`config.mk`:
```
export PLATFORM = sky130hd
export DESIGN_NAME = multicart_prg_map
export DESIGN_NICKNAME = d
export VERILOG_FILES = /design/src/rtl/multicart_prg_map.sv
export SDC_FILE = /design/constraint.sdc
export NUM_CORES = 1
export LEC_CHECK = 0
export ABC_AREA = 1
export BUFFER_PORTS_ARGS = -buffer_cell sky130_fd_sc_hd__buf_4
export CORE_MARGIN = 1.5
export CORE_UTILIZATION = 34
export CTS_CLUSTER_SIZE = 10
export DETAILED_ROUTE_END_ITERATION = 8
export PLACE_DENSITY = 0.77
export SETUP_SLACK_MARGIN = 0.5
export SLEW_MARGIN = 20
export SYNTH_ARGS = -nofsm -noshare
export SYNTH_HDL_FRONTEND = slang
export SYNTH_SLANG_ARGS = --single-unit
```
`constraint.sdc`:
```
create_clock -name clk -period 1.1 [get_ports clk]
set_clock_uncertainty 0.1 [all_clocks]
set_input_delay 0.055 -clock clk [delete_from_list [all_inputs] [get_ports clk]]
set_output_delay 0.055 -clock clk [all_outputs]
set_load 0.01 [all_outputs]
```
`src/rtl/multicart_prg_map.sv`:
```
module multicart_prg_map #(
  parameter int OUTER_W = 4,
  parameter int OFS_W   = 13
) (
  input  logic                       clk,
  input  logic                       rst,
  input  logic [15:0]                cpu_addr,
  input  logic [7:0]                 cpu_data,
  input  logic                       cpu_wr,
  output logic                       prg_ce,
  output logic [OUTER_W+1:0]         prg_bank,
  output logic [OUTER_W+OFS_W+1:0]   prg_addr,
  output logic                       mirror_horiz
);

  localparam int BANK_W = OUTER_W + 2;

  logic [OUTER_W-1:0] outer_q;
  logic [1:0]         mode_q;
  logic [BANK_W-1:0]  offs;

  wire [2:0] win     = cpu_addr[15:13];
  wire       wr_low  = cpu_wr && (win == 3'd3);
  wire       wr_high = cpu_wr && cpu_addr[15];
  wire       wr_cx   = cpu_wr && (win == 3'd6);
  wire       unused_data = ^cpu_data[7:5];

  always_ff @(posedge clk) begin
    if (rst) begin
      outer_q <= '0;
      mode_q  <= 2'b01;
    end else begin
      if (wr_low)  mode_q    <= {cpu_data[4], cpu_data[1]};
      if (wr_high) outer_q   <= cpu_data[OUTER_W-1:0];
      if (wr_cx)   mode_q[1] <= cpu_data[4];
    end
  end

  always_comb begin
    offs = '0;
    if (win == 3'd3) begin
      offs = mode_q[0] ? BANK_W'(6'h23) : BANK_W'(6'h2F);
    end else if (cpu_addr[15]) begin
      if (mode_q[0])
        offs = BANK_W'({cpu_addr[14], cpu_addr[13]});
      else if (cpu_addr[14])
        offs = BANK_W'({3'b111, cpu_addr[13]});
      else
        offs = BANK_W'({mode_q[1], cpu_addr[13]});
    end
  end

  assign prg_ce       = (win >= 3'd3);
  assign prg_bank     = prg_ce ? ({outer_q, 2'b00} | offs) : '0;
  assign prg_addr     = prg_ce ? {prg_bank, cpu_addr[OFS_W-1:0]} : '0;
  assign mirror_horiz = (mode_q == 2'b11);

  p_reset_vals_r1: assert property (@(posedge clk)
    rst |=> (outer_q == '0 && mode_q == 2'b01));

  p_low_write_mode_r2: assert property (@(posedge clk) disable iff (rst)
    (cpu_wr && win == 3'd3) |=> (mode_q == {$past(cpu_data[4]), $past(cpu_data[1])}
                                 && $stable(outer_q)));

  p_high_write_outer_r3: assert property (@(posedge clk) disable iff (rst)
    (cpu_wr && cpu_addr[15]) |=> (outer_q == $past(cpu_data[OUTER_W-1:0])));

  p_keep_mode_lsb_r4: assert property (@(posedge clk) disable iff (rst)
    (cpu_wr && cpu_addr[15]) |=> (mode_q[0] == $past(mode_q[0])));

  p_outer_on_top_r5: assert property (@(posedge clk) disable iff (rst)
    (prg_ce && cpu_addr[15] && mode_q[0]) |-> (prg_bank[BANK_W-1:2] == outer_q));

  p_idle_hold_r11: assert property (@(posedge clk) disable iff (rst)
    !cpu_wr |=> ($stable(outer_q) && $stable(mode_q)));

  p_no_ce_low_r9: assert property (@(posedge clk) disable iff (rst)
    !prg_ce |-> (prg_addr == '0 && prg_bank == '0));

endmodule

```
==> results.txt <==
The number of sinks on the clock net came out at 6. The critical path is of the flop to output pin type. Across all register-to-register paths, the minimum setup slack is 0.27 ns. The total I/O pin count came out at 54.

The number of failing setup endpoints in the final timing report came out at 6. STA puts the critical path data arrival time at 1.00 ns. The highest achievable clock rate came out at 867 MHz. The die is 42.9 um tall. Across the VDD grid, the largest voltage drop is 725 uV. STA classifies the critical path startpoint as a flop. The critical path launch point is mode_q[0]$_SDFFE_PP1P_.

The count of synthesis-stage warnings from yosys is 0. The clock insertion delay at the later pin of the skew report came out at 0.25 ns. The cell count after synthesis came out at 83. Once routing completed, OpenROAD measured the worst setup slack at -0.0536 ns. Yosys mapped a number of flops with a built-in enable equal to 0.

The power per cell area is 728 nW/um2. The count of input and output buffers came out at 50. In this run the critical register-to-register path is launched from outer_q[2]$_SDFFE_PP0P_.

The worst path buffer plus inverter count is 2. The sequential element share of the synthesized area is 22.2%. For this run, the slowest stage of the critical path takes 0.32 ns. In this run, CTS created clock tree buffers numbering 3.

The largest fanout on the critical path is 2. The synthesized design spends more area on one cell type than any other, namely sky130_fd_sc_hd__dfxtp_1. Cells with a size suffix above 1 make up 78.6% of the layout. The floorplan has 14 rows. The worst hold path belongs to the class input pin to flop. The endpoint class of the critical path is an output pin. In this run the standard cell core region covers 1510 um2. The number of antenna diodes in the final layout is 0. The DRC violations left came out at 0. The first global-routing pass estimated 2910 um of wire. The largest individual stage delay along the critical path comes from the cell sky130_fd_sc_hd__dfxtp_2. The maximum level of the CTS H-tree is 1.

In the synthesized netlist, the cells that appear most often are sky130_fd_sc_hd__inv_1, sky130_fd_sc_hd__nand2_1, sky130_fd_sc_hd__nor2_1. The actual slew at the worst max-slew pin came out at 0.182 ns. The number of distinct standard cells referenced by the synthesized netlist is 15. The placed cell count came out at 143. The first TritonRoute pass finished after 4 iterations.

The leakage dissipation came out at 0.686 nW. The total negative slack is -0.231 ns. The summed instance area of the synthesized netlist is 542 um2. After the first detailed-routing iteration, the DRC count stood at 4.

The share of Yosys cell area claimed by the top area cell type came out at 22.2%. The pin count of the biggest net entering global routing is 8. The clock tree from TritonCTS is done. Clock tree synthesis selected as its root buffer the cell sky130_fd_sc_hd__clkbuf_4. Compared with the post-synthesis result, the final layout area differs by 151%. The signal on the critical path passes through inv_2, nand2_4, a21oi_4, buf_6.

By area the synthesized netlist is led by sky130_fd_sc_hd__dfxtp_1, sky130_fd_sc_hd__inv_1, sky130_fd_sc_hd__nor2_2, sky130_fd_sc_hd__buf_4, sky130_fd_sc_hd__a21oi_1. The final hold violation count came to 3. Yosys instantiated no cell more often than sky130_fd_sc_hd__inv_1. The tightest slew margin relative to the limit is 87.9%.

The share of async-settable or async-resettable flops after synthesis is 0%. For this run, the leading register cell type out of synthesis is sky130_fd_sc_hd__dfxtp_1. In this run the critical register-to-register path is captured at outer_q[2]$_SDFFE_PP0P_. The cell depth of the worst flop-to-flop path is 4. The initial core utilization came out at 36.0%. The total congestion overflow came out at 0. The number of max-slew violations in the final report is 0. The residual antenna-violating net count after detailed routing came out at 0. The number of antenna violations at the first check in global routing is 0.

In this design, the largest share of critical-path delay is due to flip-flops. Clock-pin slew was measured on the worst setup and hold paths at 0.05 ns. For hold timing, the worst endpoint is outer_q[3]$_SDFFE_PP0P_. Routability-driven placement finished with a final weighted congestion of 0.766. After the flow finishes, the layout carries non-filler instances totaling 156. The average routed wire per standard cell came out at 14.0 um. The overall via count from detail_route is 714.

The post-detailed-route via-to-cell ratio is 4.58. The max-capacitance violation count is 0. Counting instances, the worst hold path has a depth of 3. The maximum clock insertion buffer count came out at 2. The final-stage net count is 169. The worst path required time came out at 0.94 ns. The checks that failed: negative hold slack, negative setup slack.

The number of nets handed over by synthesis was 110. From left edge to right edge, the die measures 42.9 um. The final hold slack came out at -0.0350 ns. The run finished, with violations left. The via count of the first global-routing pass came out at 706. The startpoint identified for the worst hold timing path is cpu_data[3]. Setup repair after global routing could not meet its margin everywhere. The post-detailed-routing wire length is 2180 um. The full die area came out at 1840 um2. The all-layer global routing usage is 21.2%. Dividing the synthesized area by the synthesized cell count gives 6.53 um2.

The register bit count reported by yosys came out at 6. In the finished design, the share of the clock period the worst path needs comes to 105%. The post-detailed-placement half-perimeter wirelength came out at 1200 um. The time the worst path needs with I/O delays and setup came out at 1.15 ns.
## cells in the final DEF (no fill, tap or decap), types with 2 or more instances in the layout
master and n:
sky130_fd_sc_hd__buf_4 29, sky130_fd_sc_hd__buf_6 25, sky130_fd_sc_hd__inv_1 16, sky130_fd_sc_hd__nor2_4 15, sky130_fd_sc_hd__inv_2 5, sky130_fd_sc_hd__nand2_2 5
sky130_fd_sc_hd__buf_12 5, sky130_fd_sc_hd__a21oi_2 4, sky130_fd_sc_hd__dfxtp_2 4, sky130_fd_sc_hd__nand2_1 3, sky130_fd_sc_hd__o21ai_1 3, sky130_fd_sc_hd__clkbuf_4 3
sky130_fd_sc_hd__nor2_8 2, sky130_fd_sc_hd__nand2_4 2, sky130_fd_sc_hd__a21oi_4 2, sky130_fd_sc_hd__a21oi_1 2, sky130_fd_sc_hd__nor2_1 2, sky130_fd_sc_hd__nand3_1 2
sky130_fd_sc_hd__buf_8 2
## report_power, final
group | internal (mW) | switching (mW)
Clock | 0.123 | 0.0771
Combinational | 0.303 | 0.242
Sequential | 0.233 | 0.0111
Total | 0.659 | 0.330
## area by class of cell
cell class	count	area (um2)
fill	63	148
tap	16	20.0
clock buffer	3	22.5
sequential	6	129
inverter	22	87.6
timing repair buffer	62	657
multi-input combinational	47	443
## repair_timing
item	CTS	global route
setup buffers	6	3
gates cloned	1	0
endpoints found under the setup margin	33	33
pin swaps	11	7
hold endpoints to repair	4	1
gates resized for setup	58	23
## logic make-up (layout without fill, tap and decap cells)
kind of cell           after synthesis  after routing  synth area share, %
AOI/OAI and AO/OA                   13             13                 12.7
buffers and inverters               30             87                 29.3
DFF                                  6              6                 22.2
and+or+nand+nor                     34             34                 35.8
## metal layers
layer	share of wire, %	wire, um	vias up	GRT usage [%]
met5	0	0	-	0
met4	1.0	22	0	12.5
met3	3.2	70	2	3.40
met2	62	1340	20	41.8
met1	34	746	338	19.8
li1	-	-	354	-
## registers in the layout (all words and copies together), names as in the netlist
name and count:
outer_q 4, mode_q 2
## per-stage QoR
| stage | total power [mW] | setup WS [ns] | util [%] | instance area (um2) |
|---|---|---|---|---|
| final | 0.989 | -0.0536 | 90.2 | 1360 |
| after global routing | 1.03 | -0.0758 | 90.2 | 1360 |
| after CTS | 0.939 | -0.0419 | 83.5 | 1260 |
| after detailed placement | 0.602 | 0.0648 | 62.9 | 947 |
| after global placement | 0.594 | 0.0980 | 62.9 | 947 |
| after floorplan | 0.455 | 0.201 | - | 624 |
## worst max path at each step
stage / to / slack (ns) / cells past startpoint
global route: prg_addr[15] / -0.08 / 4
detailed placement: prg_addr[0] / 0.06 / 7
finish: prg_addr[15] / -0.05 / 4
CTS: prg_bank[3] / -0.04 / 4
floorplan: prg_bank[2] / 0.20 / 4
global placement: prg_addr[0] / 0.1 / 7
## tightest hold or removal path, stage by stage
cell and delay, ns:
sky130_fd_sc_hd__buf_4 0.08, sky130_fd_sc_hd__o21ai_1 0.06, sky130_fd_sc_hd__nor2_1 0.08
Note: power is estimated with default switching activity, not from simulation.
